===== config.mk =====
export PLATFORM = sky130hd
export DESIGN_NAME = shr_iter_unit
export DESIGN_NICKNAME = d
export VERILOG_FILES = /design/src/rtl/shr_pkg.sv /design/src/rtl/shr_step_cnt.sv /design/src/rtl/shr_step_reg.sv /design/src/rtl/shr_seq_ctrl.sv /design/src/rtl/shr_iter_unit.sv
export SDC_FILE = /design/constraint.sdc
export NUM_CORES = 1
export LEC_CHECK = 0
export BUFFER_PORTS_ARGS = -buffer_cell sky130_fd_sc_hd__buf_2
export CORE_MARGIN = 1
export CORE_UTILIZATION = 55
export DETAILED_ROUTE_END_ITERATION = 6
export PLACE_DENSITY_LB_ADDON = 0.1
export SYNTH_ARGS = -nofsm -noshare
export SYNTH_HDL_FRONTEND = slang
export SYNTH_SLANG_ARGS = --single-unit

===== constraint.sdc =====
create_clock -name clk -period 2.5 [get_ports clk]
set_input_delay 0.25 -clock clk [delete_from_list [all_inputs] [get_ports clk]]
set_output_delay 0.25 -clock clk [all_outputs]
set_load 0.005 [all_outputs]

===== src/rtl/shr_pkg.sv =====
package shr_pkg;

  // bit 1 selects direction (1 = toward LSB), bit 0 selects rotate
  typedef enum logic [1:0] {
    OP_SHL = 2'b00,
    OP_ROL = 2'b01,
    OP_SHR = 2'b10,
    OP_ROR = 2'b11
  } shr_op_e;

  typedef enum logic [1:0] {
    ST_IDLE = 2'b00,
    ST_RUN  = 2'b01,
    ST_DONE = 2'b10
  } shr_state_e;

  function automatic logic op_is_right(input shr_op_e op);
    return op[1];
  endfunction

  function automatic logic op_is_rotate(input shr_op_e op);
    return op[0];
  endfunction

endpackage


===== src/rtl/shr_step_cnt.sv =====
module shr_step_cnt #(
  parameter int W = 4
) (
  input  logic         clk,
  input  logic         rst_n,
  input  logic         clear,
  input  logic         adv,
  output logic [W-1:0] cnt
);

  // one full-adder cell, b tied low by the caller
  function automatic logic [1:0] full_add(input logic a, input logic b, input logic ci);
    logic s, co;
    s  = a ^ b ^ ci;
    co = (a & b) | (a & ci) | (b & ci);
    return {co, s};
  endfunction

  // ripple incrementer: a chain of full adders with carry-in 1
  function automatic logic [W-1:0] ripple_inc(input logic [W-1:0] a);
    logic [W-1:0] r;
    logic         c;
    logic [1:0]   fa;
    c = 1'b1;
    for (int i = 0; i < W; i++) begin
      fa   = full_add(a[i], 1'b0, c);
      r[i] = fa[0];
      c    = fa[1];
    end
    return r;
  endfunction

  logic [W-1:0] cnt_plus1;
  assign cnt_plus1 = ripple_inc(cnt);

  always_ff @(posedge clk) begin
    if (!rst_n)     cnt <= '0;
    else if (clear) cnt <= '0;
    else if (adv)   cnt <= cnt_plus1;
  end

  p_count_up_r6: assert property (@(posedge clk) disable iff (!rst_n)
    (adv && !clear) |=> (cnt == $past(cnt) + W'(1)))
    else $error("step counter did not advance by one");

  p_clear_zero_r6: assert property (@(posedge clk) disable iff (!rst_n)
    clear |=> (cnt == '0))
    else $error("step counter not cleared");

endmodule


===== src/rtl/shr_step_reg.sv =====
module shr_step_reg #(
  parameter int N = 8
) (
  input  logic         clk,
  input  logic         rst_n,
  input  logic         load,
  input  logic [N-1:0] load_val,
  input  logic         step,
  input  logic         to_right,
  input  logic         rotate,
  output logic [N-1:0] q
);

  logic [N-1:0] up_next;   // toward MSB
  logic [N-1:0] dn_next;   // toward LSB
  logic         wrap_lo;   // value entering bit 0 on a left step
  logic         wrap_hi;   // value entering bit N-1 on a right step

  assign wrap_lo = rotate & q[N-1];
  assign wrap_hi = rotate & q[0];

  for (genvar i = 0; i < N; i++) begin : g_bit
    if (i == 0) begin : g_lo
      assign up_next[i] = wrap_lo;
    end else begin : g_lo_n
      assign up_next[i] = q[i-1];
    end
    if (i == N-1) begin : g_hi
      assign dn_next[i] = wrap_hi;
    end else begin : g_hi_n
      assign dn_next[i] = q[i+1];
    end
  end

  always_ff @(posedge clk) begin
    if (!rst_n)    q <= '0;
    else if (load) q <= load_val;
    else if (step) q <= to_right ? dn_next : up_next;
  end

  p_fill_left_r2: assert property (@(posedge clk) disable iff (!rst_n)
    (step && !load && !rotate && !to_right) |=> (q[0] == 1'b0))
    else $error("left shift did not fill with zero");

  p_fill_right_r3: assert property (@(posedge clk) disable iff (!rst_n)
    (step && !load && !rotate && to_right) |=> (q[N-1] == 1'b0))
    else $error("right shift extended a bit into the MSB");

  p_rot_left_wrap_r4: assert property (@(posedge clk) disable iff (!rst_n)
    (step && !load && rotate && !to_right) |=> (q[0] == $past(q[N-1])))
    else $error("left rotation lost the MSB");

  p_rot_right_wrap_r5: assert property (@(posedge clk) disable iff (!rst_n)
    (step && !load && rotate && to_right) |=> (q[N-1] == $past(q[0])))
    else $error("right rotation lost the LSB");

  p_rot_ones_r4: assert property (@(posedge clk) disable iff (!rst_n)
    (step && !load && rotate) |=> ($countones(q) == $countones($past(q))))
    else $error("rotation changed the population count");

endmodule


===== src/rtl/shr_seq_ctrl.sv =====
module shr_seq_ctrl
  import shr_pkg::*;
#(
  parameter int AW = 4
) (
  input  logic          clk,
  input  logic          rst_n,
  input  logic          start,
  input  logic [AW-1:0] amount,
  input  logic [1:0]    mode,
  input  logic [AW-1:0] cnt,
  output logic          accept,
  output logic          step,
  output logic          to_right,
  output logic          rotate,
  output logic          finished
);

  shr_state_e    state;
  logic [AW-1:0] target;
  shr_op_e       op_q;
  logic          at_goal;
  logic          running;

  assign running  = (state == ST_RUN);
  assign at_goal  = (cnt == target);
  assign accept   = start && !running;
  assign step     = running && !at_goal;
  assign to_right = op_is_right(op_q);
  assign rotate   = op_is_rotate(op_q);

  always_ff @(posedge clk) begin
    if (!rst_n) begin
      state    <= ST_IDLE;
      target   <= '0;
      op_q     <= OP_SHL;
      finished <= 1'b0;
    end else if (accept) begin
      state    <= ST_RUN;
      target   <= amount;
      op_q     <= shr_op_e'(mode);
      finished <= 1'b0;
    end else if (running && at_goal) begin
      state    <= ST_DONE;
      finished <= 1'b1;
    end
  end

  p_hold_done_r8: assert property (@(posedge clk) disable iff (!rst_n)
    (finished && !start) |=> finished)
    else $error("finished dropped without a new start");

  p_start_clears_r8: assert property (@(posedge clk) disable iff (!rst_n)
    accept |=> !finished)
    else $error("finished still high after an accepted start");

  p_cnt_bound_r6: assert property (@(posedge clk) disable iff (!rst_n)
    running |-> (cnt <= target))
    else $error("step count ran past the requested distance");

  p_busy_ignore_r10: assert property (@(posedge clk) disable iff (!rst_n)
    (running && start) |=> ($stable(target) && $stable(op_q)))
    else $error("start during a run altered the operation");

  p_no_step_done_r8: assert property (@(posedge clk) disable iff (!rst_n)
    finished |-> !step)
    else $error("register stepped after completion");

endmodule


===== src/rtl/shr_iter_unit.sv =====
module shr_iter_unit #(
  parameter int N  = 8,
  parameter int AW = $clog2(N) + 1
) (
  input  logic          clk,
  input  logic          rst_n,
  input  logic          start,
  input  logic [N-1:0]  data_in,
  input  logic [AW-1:0] amount,
  input  logic [1:0]    mode,
  output logic [N-1:0]  result,
  output logic          finished
);

  logic          accept;
  logic          step;
  logic          to_right;
  logic          rotate;
  logic [AW-1:0] cnt;

  shr_seq_ctrl #(.AW(AW)) u_ctrl (
    .clk      (clk),
    .rst_n    (rst_n),
    .start    (start),
    .amount   (amount),
    .mode     (mode),
    .cnt      (cnt),
    .accept   (accept),
    .step     (step),
    .to_right (to_right),
    .rotate   (rotate),
    .finished (finished)
  );

  shr_step_cnt #(.W(AW)) u_cnt (
    .clk   (clk),
    .rst_n (rst_n),
    .clear (accept),
    .adv   (step),
    .cnt   (cnt)
  );

  shr_step_reg #(.N(N)) u_reg (
    .clk      (clk),
    .rst_n    (rst_n),
    .load     (accept),
    .load_val (data_in),
    .step     (step),
    .to_right (to_right),
    .rotate   (rotate),
    .q        (result)
  );

  p_stable_done_r8: assert property (@(posedge clk) disable iff (!rst_n)
    (finished && !start) |=> $stable(result))
    else $error("result moved after completion");

endmodule


==> results.json <==
{
  "status": "completed",
  "vias_per_cell": 5.627,
  "syn_to_final_growth_pct": 16.98,
  "wirelength_um": 2325,
  "relSlewSlack_pct": 55.73,
  "max_stage_delay_ns": 0.57,
  "core_um2": 1764,
  "ys_warn_count": 0,
  "cp_slowest_cell": "nand4_1",
  "diodes": 0,
  "die_h_um": 45.77,
  "drt_iter0_drc": 21,
  "fin_util_pct": 69.86,
  "grt_usage_pct": 25.04,
  "finalSetupViolCount": 0,
  "port_buffers": 25,
  "ys_ff_latch": 20,
  "multi_input_area_um2": 604.3,
  "ios": 26,
  "start_kind": "flop",
  "num_rows": 15,
  "p_leak_uw": 0.0005357,
  "cts-resized-gates": 0,
  "ys_seq_area_share_pct": 38.00,
  "hold_path_class": "primary input to flop",
  "required_ns": 2.72,
  "tightest_slew_ns": 0.6621,
  "path_class": "flop to flop",
  "fillers": 171,
  "path_max_fanout": 11,
  "vias": 951,
  "synth_area_um2": 1054,
  "rsz0062_at_grt": "no",
  "finalPower_uw": 826.7,
  "hold_viol_final": 0,
  "skew_ns": 0.001482,
  "dieWidth_um": 45.77,
  "hp-start": "mode[0]",
  "r2r_start": "u_cnt.cnt[0]",
  "tritoncts": "yes",
  "antenna_left": 0,
  "htree_levels": 1,
  "fin_crit_sh_pct": 77.36,
  "clk_pin_slew_ns": 0.12,
  "dieArea_um2": 2094,
  "grt_pass1_wl_um": 3808,
  "dpl.hpwl_um": 1678,
  "slew_viol_final": 0,
  "antenna_found_initial": 0,
  "insertion_delay_ns": 0.31,
  "cts_hold_buf": 0,
  "synthArstFlopShare_pct": 0,
  "post-cts-setup-buffer-count": 0,
  "ff_latch_area_um2": 400.4,
  "clk_path_buf_depth": 2,
  "nets": 164,
  "place_ws_ns": 0.6459,
  "cp_cell_sequence": "xnor2_1, nand4_1, and3_1, o221a_1",
  "synth_ff_type": "dfxtp_1",
  "endpoint_kind": "flop",
  "numCtsBuffers": 3,
  "gp_congestion": 0.7684,
  "drt_first_pass_iters": 4,
  "grt_start_max_net_pins": 19,
  "crit_arrival_ns": 2.15,
  "power-per-cell-area_nw_per_um2": 670.8,
  "ir_drop_v": 0.0005111,
  "syn_inst": 121,
  "max_freq_ghz": 0.5171,
  "fin_setup_tns_ns": 0,
  "synth_cell_types": 30,
  "grt.overflow.total": 0,
  "max_cap_viol_count": 0,
  "drive_gt1_share_pct": 22.92,
  "cts_root_buf": "clkbuf_4",
  "wire_per_inst_um": 13.76,
  "grt_pass1_vias": 849,
  "setup_ws_ns": 0.5661,
  "synth_nets": 140,
  "initial_utilization_pct": 59.72,
  "cts.sinks": 20,
  "syn_area_per_cell_um2": 8.707,
  "synth_enable_flop_cells": 0,
  "drc": 0,
  "critPathLaunch": "u_cnt.cnt[0]",
  "finalCriticalPeriod_ns": 1.934
}
-- per-layer routing --
metal / vias up / track usage [%] / routed length (um)
li1: 477 / - / -
met1: 452 / 31.87 / 1089
met2: 20 / 43.71 / 1140
met3: 2 / 5.952 / 84
met4: 0 / 3.529 / 10
met5: - / 0 / 0
-- power breakdown --
| group | switching [uW] | total, uW | internal [uW] |
|---|---|---|---|
| Clock | 108 | 270 | 162 |
| Combinational | 96.3 | 181 | 85.1 |
| Sequential | 29.6 | 375 | 345 |
| Total | 234 | 827 | 593 |
-- logic make-up after synthesis --
group	Yosys count	synth area share, %
flip-flops	20	38.00
multiplexers	14	14.01
AO/OA/AOI/OAI	31	21.26
buffers and inverters	10	4.631
XOR/XNOR	5	4.157
adder cells (fa/ha/maj)	2	2.375
AND/OR/NAND/NOR	39	15.56
-- cell usage after synthesis (2+ instances only) --
cell	number	area share (%)
buf_2	3	1.4
a21oi_1	7	3.3
o221ai_1	2	1.7
o21ai_1	2	0.95
nor2_1	3	1.1
mux2_1	5	5.3
a221oi_1	6	5.0
o21a_1	2	1.4
xnor2_1	5	4.2
nor2b_1	2	1.2
clkbuf_1	3	1.1
nand3_1	3	1.4
ha_1	2	2.4
mux2i_1	8	7.6
o211ai_1	2	1.4
nand2_1	27	9.6
inv_1	2	0.71
a21boi_1	6	4.3
dfxtp_1	20	38
-- final timing paths --
kind / endpoint / slack, ns / cells after the start
min: u_ctrl.op_q[0] / 0.16 / 3
min reg2reg: u_ctrl.target[2] / 0.49 / 2
max: u_cnt.cnt[3] / 0.57 / 4
max reg2reg: u_cnt.cnt[3] / 0.57 / 4
-- metrics by stage --
step                cell area [um^2]  hold WS (ns)  instances
CTS                             1232        0.1518        169
detailed placement              1180        0.4739        165
floorplan                       1054        0.3848        121
global placement                1180        0.4640        165
finish                          1232        0.1557        169
global route                    1232        0.1552        169
-- state kept, by name, indices dropped and copies added, names as in the netlist --
| signal | count |
|---|---|
| u_reg.q | 8 |
| u_cnt.cnt | 4 |
| u_ctrl.state | 1 |
| u_ctrl.op_q | 2 |
| u_ctrl.finished | 1 |
| u_ctrl.target | 4 |
-- placed cells by master, fill, tap and decap left out --
cell / n
nor2b_1: 2
nor3_1: 1
xnor2_1: 5
buf_2: 25
o221ai_1: 2
ha_1: 2
a21boi_1: 6
o21ai_2: 1
mux2_1: 5
bufinv_16: 1
clkbuf_4: 3
nor2_1: 3
a221oi_1: 6
inv_1: 2
o21ai_1: 2
o221a_1: 1
o21ai_0: 1
nand2_1: 27
nand2b_1: 1
nand4_1: 1
mux2i_1: 8
o211ai_1: 2
o21a_1: 2
and3_1: 1
nand3_1: 3
dfxtp_1: 20
mux2_2: 1
a41oi_1: 1
inv_2: 1
buf_4: 1
a21oi_1: 7
-- critical path, delay by kind of cell, from the launching register on --
kind	cells	cell delay, ns
AOI/OAI and AO/OA	1	0.24
xor gates and xnor gates	1	0.17
DFF	1	0.42
and+or+nand+nor	2	1.01
-- final cells by class --
type | instances | share of cell area [%]
multi-input combinational | 91 | 49.04
sequential | 20 | 32.49
timing repair buffer | 26 | 10.76
tap | 25 | 2.538
clock inverter | 1 | 2.437
clock buffer | 3 | 1.827
inverter | 3 | 0.9137
Power figures use the tool's default switching activity.
